## src/rtl/spi_fifo_master.sv

```systemverilog
module spi_fifo_master #(
  parameter int DEPTH = 8,
  parameter int NCS   = 4,
  parameter int AW    = 5
) (
  input  logic          clk,
  input  logic          rst_n,
  input  logic          bus_en,
  input  logic          bus_we,
  input  logic [AW-1:0] bus_addr,
  input  logic [31:0]   bus_wdata,
  output logic [31:0]   bus_rdata,
  output logic          irq,
  output logic          sclk,
  output logic          mosi,
  input  logic          miso,
  output logic [NCS-1:0] cs_o
);
  localparam int PW  = $clog2(DEPTH);
  localparam int CW  = PW + 1;
  localparam int CSW = $clog2(NCS);
  localparam logic [AW-1:0] A_RX = AW'(8'h00), A_TX = AW'(8'h04), A_CTRL = AW'(8'h08),
                            A_IE = AW'(8'h0C), A_STAT = AW'(8'h14);
  localparam logic [31:0] CTRL_MASK = 32'h0007_1FF7 | (32'((1 << CSW) - 1) << 24);
  localparam logic [31:0] IE_MASK   = 32'h0000_0009;

  typedef enum logic [1:0] {S_IDLE, S_SHIFT, S_GAP} st_t;
  st_t st;

  logic [31:0] ctrl_q, ie_q;
  wire en  = ctrl_q[0];
  wire mst = ctrl_q[1];
  wire xch = ctrl_q[2];
  wire pol = ctrl_q[4];
  wire pha = ctrl_q[5];
  wire ssc = ctrl_q[6];
  wire ssp = ctrl_q[7];
  wire [4:0]     wl   = ctrl_q[12:8];
  wire [2:0]     rate = ctrl_q[18:16];
  wire [CSW-1:0] csel = ctrl_q[24 +: CSW];

  logic [31:0]   tx_mem [DEPTH];
  logic [31:0]   rx_mem [DEPTH];
  logic [PW-1:0] tx_wp, tx_rp, rx_wp, rx_rp;
  logic [CW-1:0] tx_cnt, rx_cnt;

  logic [9:0]  div_cnt;
  logic        sck, first, cs_act;
  logic [31:0] tx_sh, rx_sh;
  logic [5:0]  bit_cnt;

  function automatic logic [PW-1:0] nxt(input logic [PW-1:0] p);
    return (p == PW'(DEPTH - 1)) ? '0 : p + 1'b1;
  endfunction

  wire wr = bus_en && bus_we;
  wire rd = bus_en && !bus_we;
  wire tx_empty = (tx_cnt == '0);
  wire tx_full  = (tx_cnt == CW'(DEPTH));
  wire rx_ne    = (rx_cnt != '0);
  wire rx_full  = (rx_cnt == CW'(DEPTH));

  wire [9:0] half_m1 = (10'd2 << rate) - 10'd1;
  wire tick = (st != S_IDLE) && (div_cnt == half_m1);
  wire word_done = (st == S_SHIFT) && tick && sck && (bit_cnt == {1'b0, wl});
  wire start_ld = en && !tx_empty &&
                  ((st == S_IDLE && mst && xch) || (st == S_GAP && tick));
  wire xch_clr = en && ((st == S_IDLE && mst && xch && tx_empty) ||
                        (st == S_GAP && tick && !start_ld));
  wire [31:0] rx_word = pha ? {rx_sh[30:0], miso} : rx_sh;

  wire tx_push = wr && (bus_addr == A_TX) && !tx_full;
  wire rx_pop  = rd && (bus_addr == A_RX) && rx_ne;
  wire rx_push = word_done && !rx_full;

  always_ff @(posedge clk or negedge rst_n) begin
    if (!rst_n) begin
      ctrl_q <= '0;
      ie_q   <= '0;
    end else begin
      if (wr && bus_addr == A_CTRL) ctrl_q <= bus_wdata & CTRL_MASK;
      else if (xch_clr)             ctrl_q[2] <= 1'b0;
      if (wr && bus_addr == A_IE)   ie_q <= bus_wdata & IE_MASK;
    end
  end

  always_ff @(posedge clk) begin
    if (tx_push) tx_mem[tx_wp] <= bus_wdata;
    if (rx_push) rx_mem[rx_wp] <= rx_word;
  end

  always_ff @(posedge clk or negedge rst_n) begin
    if (!rst_n) begin
      tx_wp <= '0; tx_rp <= '0; tx_cnt <= '0;
      rx_wp <= '0; rx_rp <= '0; rx_cnt <= '0;
    end else begin
      if (tx_push)  tx_wp <= nxt(tx_wp);
      if (start_ld) tx_rp <= nxt(tx_rp);
      tx_cnt <= tx_cnt + CW'(tx_push) - CW'(start_ld);
      if (rx_push)  rx_wp <= nxt(rx_wp);
      if (rx_pop)   rx_rp <= nxt(rx_rp);
      rx_cnt <= rx_cnt + CW'(rx_push) - CW'(rx_pop);
    end
  end

  always_ff @(posedge clk or negedge rst_n) begin
    if (!rst_n) begin
      st <= S_IDLE; div_cnt <= '0; sck <= 1'b0; first <= 1'b0; cs_act <= 1'b0;
      tx_sh <= '0; rx_sh <= '0; bit_cnt <= '0;
    end else if (!en) begin
      st <= S_IDLE; div_cnt <= '0; sck <= 1'b0; cs_act <= 1'b0;
    end else if (start_ld) begin
      st <= S_SHIFT; div_cnt <= '0; sck <= 1'b0; first <= 1'b1; cs_act <= 1'b1;
      tx_sh <= tx_mem[tx_rp] << (5'd31 - wl);
      rx_sh <= '0; bit_cnt <= '0;
    end else if (st != S_IDLE) begin
      if (!tick) begin
        div_cnt <= div_cnt + 10'd1;
      end else begin
        div_cnt <= '0;
        if (st == S_GAP) begin
          st <= S_IDLE; cs_act <= 1'b0;
        end else begin
          sck <= ~sck;
          if (!sck) begin
            if (pha) begin
              if (!first) tx_sh <= tx_sh << 1;
              first <= 1'b0;
            end else begin
              rx_sh <= {rx_sh[30:0], miso};
            end
          end else begin
            if (pha) rx_sh <= {rx_sh[30:0], miso};
            else     tx_sh <= tx_sh << 1;
            bit_cnt <= bit_cnt + 6'd1;
            if (word_done) begin
              st <= S_GAP; cs_act <= !ssc;
            end
          end
        end
      end
    end
  end

  always_comb begin
    case (bus_addr)
      A_RX:    bus_rdata = rx_ne ? rx_mem[rx_rp] : 32'h0;
      A_CTRL:  bus_rdata = ctrl_q;
      A_IE:    bus_rdata = ie_q;
      A_STAT:  bus_rdata = {28'h0, rx_ne, tx_full, 1'b0, tx_empty};
      default: bus_rdata = 32'h0;
    endcase
  end

  assign irq  = (ie_q[0] && tx_empty) || (ie_q[3] && rx_ne);
  assign sclk = sck ^ pol;
  assign mosi = (st != S_IDLE) && tx_sh[31];

  for (genvar i = 0; i < NCS; i++) begin : g_cs
    assign cs_o[i] = (cs_act && csel == CSW'(i)) ? ssp : ~ssp;
  end

  p_tx_bound_r6: assert property (@(posedge clk) disable iff (!rst_n)
    tx_cnt <= CW'(DEPTH));
  p_full_drop_r6: assert property (@(posedge clk) disable iff (!rst_n)
    (wr && bus_addr == A_TX && tx_full && !start_ld) |=> tx_full);
  p_rx_keep_r10: assert property (@(posedge clk) disable iff (!rst_n)
    (rx_full && !rx_pop) |=> rx_full);
  p_cs_one_r8: assert property (@(posedge clk) disable iff (!rst_n)
    $onehot0(cs_o ^ {NCS{~ssp}}));
  p_idle_sclk_r4: assert property (@(posedge clk) disable iff (!rst_n)
    (st == S_IDLE) |-> (sclk == pol));
  p_xch_done_r7: assert property (@(posedge clk) disable iff (!rst_n)
    ($fell(xch) && !$past(wr && bus_addr == A_CTRL)) |-> tx_empty);
  p_empty_read_r5: assert property (@(posedge clk) disable iff (!rst_n)
    (rd && bus_addr == A_RX && !rx_ne) |-> (bus_rdata == 32'h0));
  p_irq_masked_r9: assert property (@(posedge clk) disable iff (!rst_n)
    (ie_q == 32'h0) |-> !irq);
endmodule

```

## config.mk

```make
export PLATFORM = sky130hd
export DESIGN_NAME = spi_fifo_master
export DESIGN_NICKNAME = d
export VERILOG_FILES = /design/src/rtl/spi_fifo_master.sv
export SDC_FILE = /design/constraint.sdc
export NUM_CORES = 1
export LEC_CHECK = 0
export BUFFER_PORTS_ARGS = -buffer_cell sky130_fd_sc_hd__buf_2
export CAP_MARGIN = 20
export CORE_ASPECT_RATIO = 0.6
export CORE_MARGIN = 10
export CORE_UTILIZATION = 55
export DETAILED_ROUTE_END_ITERATION = 12
export GPL_ROUTABILITY_DRIVEN = 0
export PLACE_DENSITY = 0.74
export SYNTH_ARGS = -nofsm -noshare
export SYNTH_HDL_FRONTEND = slang
export SYNTH_SLANG_ARGS = --single-unit
```

## constraint.sdc

```tcl
create_clock -name clk -period 7.55 [get_ports clk]
set_input_delay 0.3775 -clock clk [delete_from_list [all_inputs] [get_ports clk]]
set_output_delay 0.3775 -clock clk [all_outputs]
set_load 0.03 [all_outputs]
```

==> flow_summary.yaml, run 1 <==
outcome:
  status: "complete, no violations"
die:
  core_area_um2: 49500
  die_w_um: 309
  dieArea_um2: 59800
  start_util: 0.557
  fp.dieH_um: 193
  row_count: 63
  io_pins: 81
clock_tree:
  cts_max_path_buffers: 3
  numCtsBuffers: 56
  cts-resized-gates: 0
  cts_tree: "yes"
  cts_htree_levels: 2
  cts_setup_buffers: 0
  clk_pin_slew_ns: 0.06
  root_buffer: "clkbuf_16"
  clk_latency_ns: 0.60
  clkSinkCount: 636
  cts_hold_buf: 1
synthesis:
  syn_inst: 1601
  synth-async-reset-ratio: 0.195
  synth.distinct_cells: 65
  synth-main-ff-cell: "edfxtp_1"
  seq_area_frac_synth: 0.670
  yosys_register_bits: 636
  synth-edff-count: 512
  avgSynthCellArea_um2: 17.2
  syn_area_um2: 27600
  ys_warn_count: 0
  synth_nets: 1667
layout:
  layout_common_cells: "512 x edfxtp_1, 147 x mux4_2, 119 x dfrtp_1"
  syn2layout_area_growth_pct: 11.3
  multi_input_area_um2: 8720
  layout_commonest_cell: "edfxtp_1"
  fill_cells: 3487
  antenna_cells: 0
  nNetsFinal: 1750
  drive_above_1_share: 0.267
  seq_area_um2: 18500
timing:
  setup_viol: 0
  tightest_slew_ns: 0.963
  fmax_mhz: 245
  skew_ns: 0.0268
  fin_crit_sh: 0.541
  rsz0062_at_grt: "no"
  finalHoldViolCount: 0
  layout_min_cycle_time_ns: 4.09
  worst_slack_ns: 3.46
  worst_hold_slack_ns: 0.0526
  maxSlewViolCount: 0
  relSlewSlack: 0.350
  finalSetupTns_ns: 0
routing:
  first_pass_iters: 6
  drtAntennaViolNets: 0
  wl_per_cell_um: 25.6
  wl_um: 61000
  route.detailed.drc: 0
  drt_iter0_drc: 1877
  viasPerCell: 6.36
  vias: 15100
global_route:
  grt_antenna_before_repair: 0
  grt_pass1_wl_um: 93900
  grt.total_usage: 0.203
  overflow: 0
  grt_pass1_vias: 15300
  grt_max_degree: 76
critical_path:
  r2r_end: "tx_cnt[3]"
  timing.rr.start: "st[1]"
  cp_data_required_time_ns: 8.07
  crit_fanout: 75
  endpoint: "tx_cnt[3]"
  critPathMostFrequentCell: "ha_1"
  path_class: "flip-flop to flip-flop"
  crit_start: "st[1]"
  critical_path.cell_chain: "nor2_1 > or4b_1 > a2111oi_4 > a32o_1 > nand2_1 > inv_2 > buf_4 > ha_1 > inv_1 > ha_1 > a21o_1 > a21oi_1 > xor2_1"
  cp_data_arrival_time_ns: 4.61
  start_kind: "flip-flop"
  cpPeakStageDelay_ns: 0.65
  cpLargestDelayFamily: "compound AO/OA/AOI/OAI gates"
  cpMaxStageDelayCell: "buf_4"
  rr_worst_depth: 13
  end_kind: "flip-flop"
  cp_num_cells: 13
  crit_buf_inv: 3
  r2r_slack_ns: 3.46
placed_design:
  port_buffers: 80
  place_ws_ns: 3.38
  hpwl_um: 38900
power_and_ir_drop:
  power_leakage_nw: 10.7
  powerDensity_nw_per_um2: 246
  vdd_drop_max_v: 0.000179
job:
  cap_viol_max_count: 0
min_path:
  worstHoldPathType: "primary input to flip-flop"
## Yosys cell counts (5+ instances only)
cell type	count	area [µm²]
a211oi_1	8	60.1
a21o_1	5	37.5
a21oi_1	29	145
a22oi_1	7	52.6
and2_1	8	50.1
buf_1	18	67.6
buf_2	21	105
clkbuf_1	48	180
dfrtp_1	124	3100
edfxtp_1	512	15400
ha_1	22	275
inv_1	19	71.3
mux2_2	81	912
mux2i_1	116	1160
mux4_1	12	315
mux4_2	147	3310
nand2_1	74	278
nand2b_1	11	68.8
nand3_1	25	125
nand4_1	11	68.8
nor2_1	104	390
nor3_1	20	100
o211ai_1	9	67.6
o21ai_0	45	225
o22ai_1	22	138
or3_1	11	68.8
xnor2_1	11	96.3
xor2_1	13	114
## through the flow
step / util / cells / area [µm²] / power [W]
after detailed placement: 0.582 / 2274 / 28800 / 0.00473
after global placement: 0.581 / 2272 / 28800 / 0.00471
after CTS: 0.620 / 2380 / 30700 / 0.00760
after global routing: 0.620 / 2381 / 30700 / 0.00782
after floorplan: - / 1601 / 27600 / 0.00450
final: 0.620 / 2381 / 30700 / 0.00756
## flip-flops by register name, summed over array words and instances, names as in the netlist
signal / cells
rx_mem: 256
tx_mem: 256
rx_sh: 32
tx_sh: 32
ctrl_q: 17
div_cnt: 10
bit_cnt: 6
rx_cnt: 4
tx_cnt: 4
rx_rp: 3
rx_wp: 3
tx_rp: 3
tx_wp: 3
ie_q: 2
st: 2
cs_act: 1
first: 1
sck: 1
## metal layers
metal | up-vias | GRT usage | share of wire
met3 | 77 | 0.0475 | 0.088
met2 | 630 | 0.281 | 0.43
met1 | 7889 | 0.323 | 0.46
met5 | - | 0 | 0
li1 | 6551 | - | -
met4 | 0 | 0.0423 | 0.018
## report_power, final
part	switching, W	internal (W)
Combinational	0.000426	0.000343
Sequential	0.0000759	0.00382
Clock	0.00124	0.00165
Total	0.00174	0.00581
## cell families after synthesis
logic type	synth area share
DFF	0.670
muxes	0.208
and+or+nand+nor	0.0453
AOI/OAI and AO/OA	0.0393
buffers and inverters	0.0183
xor gates and xnor gates	0.00762
adders and majority gates	0.0114
## worst register-to-register path, delay by kind of cell (launching register included)
family / cells / cell delay [ns]
XOR/XNOR: 1 / 0.16
AO/OA/AOI/OAI: 4 / 1.21
adder cells (fa/ha/maj): 2 / 0.55
AND/OR/NAND/NOR: 3 / 0.82
flip-flops: 1 / 0.47
buffers and inverters: 3 / 0.79
## how the worst min path moves through the flow
stage / startpoint / to / cells past startpoint
2_1_floorplan: rst_n / bit_cnt[0] / 0
3_3_place_gp: rst_n / ctrl_q[12] / 1
3_5_place_dp: rst_n / ctrl_q[12] / 1
4_1_cts: bus_wdata[21] / tx_mem[3][21] / 1
5_1_grt: bus_wdata[21] / tx_mem[4][21] / 1
6_report: bus_wdata[21] / tx_mem[7][21] / 1
## area by class of cell
| type | count | area share |
|---|---|---|
| well taps | 650 | 0.0265 |
| inverters | 24 | 0.00293 |
| repair buffers | 117 | 0.0234 |
| clock inverters | 26 | 0.00888 |
| multi-input cells | 849 | 0.284 |
| clock buffers | 79 | 0.0522 |
| flip-flops and latches | 636 | 0.602 |
Note: power is estimated with default switching activity, not from simulation.
==> inputs of run 2 (changes only) <==
==> constraint.sdc (replaced) <==
create_clock -name clk -period 3.9 [get_ports clk]
set_input_delay 0.195 -clock clk [delete_from_list [all_inputs] [get_ports clk]]
set_output_delay 0.195 -clock clk [all_outputs]
set_load 0.03 [all_outputs]
==> flow_summary.yaml, run 2 (synthesis results as in run 1) <==
timing:
  fmax_mhz: 287
  finalHoldViolCount: 0
  setup_viol: 0
  layout_min_cycle_time_ns: 3.48
  rsz0062_at_grt: "no"
  relSlewSlack: 0.324
  skew_ns: 0.0243
  fin_crit_sh: 0.893
  maxSlewViolCount: 0
  worst_hold_slack_ns: 0.118
  tightest_slew_ns: 1.01
clock_tree:
  cts_max_path_buffers: 3
  cts_htree_levels: 2
  clk_latency_ns: 0.60
  root_buffer: "clkbuf_16"
  cts_setup_buffers: 0
  clkSinkCount: 636
  cts-resized-gates: 0
  numCtsBuffers: 57
  clk_pin_slew_ns: 0.07
  cts_hold_buf: 36
  cts_tree: "yes"
routing:
  wl_um: 63300
  drtAntennaViolNets: 0
  drt_iter0_drc: 2008
  vias: 15600
  first_pass_iters: 6
  viasPerCell: 6.39
  route.detailed.drc: 0
  wl_per_cell_um: 25.9
critical_path:
  cp_data_required_time_ns: 4.14
  critical_path.cell_chain: "nor2_1 > or4b_1 > a2111oi_4 > and2_1 > nand3_1 > or2_2 > nor3_4 > buf_4"
  crit_fanout: 24
  r2r_slack_ns: 0.42
  path_class: "flip-flop to flip-flop"
  endpoint: "rx_mem[0][23]"
  r2r_end: "rx_mem[0][23]"
  cp_data_arrival_time_ns: 3.72
  cpLargestDelayFamily: "simple AND/OR/NAND/NOR gates"
  start_kind: "flip-flop"
  cpPeakStageDelay_ns: 0.54
  cpMaxStageDelayCell: "or4b_1"
  rr_worst_depth: 8
  end_kind: "flip-flop"
  timing.rr.start: "st[1]"
  crit_start: "st[1]"
  cp_num_cells: 8
  crit_buf_inv: 1
global_route:
  overflow: 0
  grt.total_usage: 0.211
  grt_max_degree: 99
  grt_pass1_vias: 15500
  grt_pass1_wl_um: 97200
  grt_antenna_before_repair: 1
power_and_ir_drop:
  powerDensity_nw_per_um2: 473
  vdd_drop_max_v: 0.000396
  p_sw_w: 0.00347
  p_int_w: 0.0114
  power_leakage_nw: 11.0
  power_frac_comb: 0.106
  p_clk_frac: 0.385
  switching_share: 0.234
  seqPwrFrac: 0.509
die:
  io_pins: 81
  dieArea_um2: 59800
  row_count: 63
  start_util: 0.557
  core_area_um2: 49500
  die_w_um: 309
  fp.dieH_um: 193
layout:
  nNetsFinal: 1807
  layout_common_cells: "512 x edfxtp_1, 147 x mux4_2, 119 x dfrtp_1"
  reg_top3: "rx_mem x256, tx_mem x256"
  layout_commonest_cell: "edfxtp_1"
  stdcell_count: 2439
  antenna_cells: 0
  drive_above_1_share: 0.270
  syn2layout_area_growth_pct: 13.6
placed_design:
  port_buffers: 80
  dp.cells: 2296
  hpwl_um: 40500
job:
  cap_viol_max_count: 0
min_path:
  worstHoldPathType: "primary input to flip-flop"
outcome:
  status: "complete, no violations"
run 2: how the worst min path moves through the flow:
stage / from / to / slack [ns] / cells after the start
5_1_grt: bus_addr[4] / ie_q[3] / 0.15 / 4
6_report: bus_addr[4] / ie_q[3] / 0.12 / 4
2_1_floorplan: rst_n / bit_cnt[0] / -0.10 / 0
3_5_place_dp: rst_n / ctrl_q[4] / 0.37 / 1
3_3_place_gp: rst_n / rx_sh[4] / 0.37 / 1
4_1_cts: bus_addr[4] / ie_q[3] / 0.09 / 4
run 2: layout make-up:
cell class / count / area (µm²)
Clock buffer: 82 / 1640
Clock inverter: 25 / 270
Sequential cell: 636 / 18500
Tap cell: 650 / 813
Fill cell: 3421 / 18200
Inverter: 24 / 90.1
Timing Repair Buffer: 173 / 1290
Multi-Input combinational cell: 849 / 8740
run 2: power groups by stage:
stage	registers, W	logic, W	clock network [W]
after global routing	0.00755	0.00169	0.00608
after CTS	0.00754	0.00155	0.00578
final	0.00754	0.00157	0.00571
after floorplan	0.00758	0.00114	0
after global placement	0.00768	0.00147	0
after detailed placement	0.00768	0.00150	0
run 2: layer usage:
layer	wire [µm]	track usage	vias up	part of all wire
met2	27500	0.290	790	0.43
li1	-	-	6669	-
met3	6260	0.0517	74	0.099
met5	0	0	-	0
met1	28900	0.340	8055	0.46
met4	708	0.0327	0	0.011
run 2: through the flow:
step                      setup slack [ns]  setup TNS [ns]  utilization  area, µm²  total power [W]
final                                0.417               0        0.633      31300           0.0148
after global routing                 0.247               0        0.633      31300           0.0153
after CTS                            0.445               0        0.633      31300           0.0149
after global placement               0.521               0        0.587      29100          0.00915
after floorplan                     -0.212          -22.77            -      27600          0.00872
after detailed placement             0.455               0        0.587      29100          0.00919
run 2: worst register-to-register path, stage by stage (launching register included):
cell	delay (ns)
dfrtp_1	0.46
nor2_1	0.10
or4b_1	0.54
a2111oi_4	0.51
and2_1	0.22
nand3_1	0.21
or2_2	0.47
nor3_4	0.17
buf_4	0.42
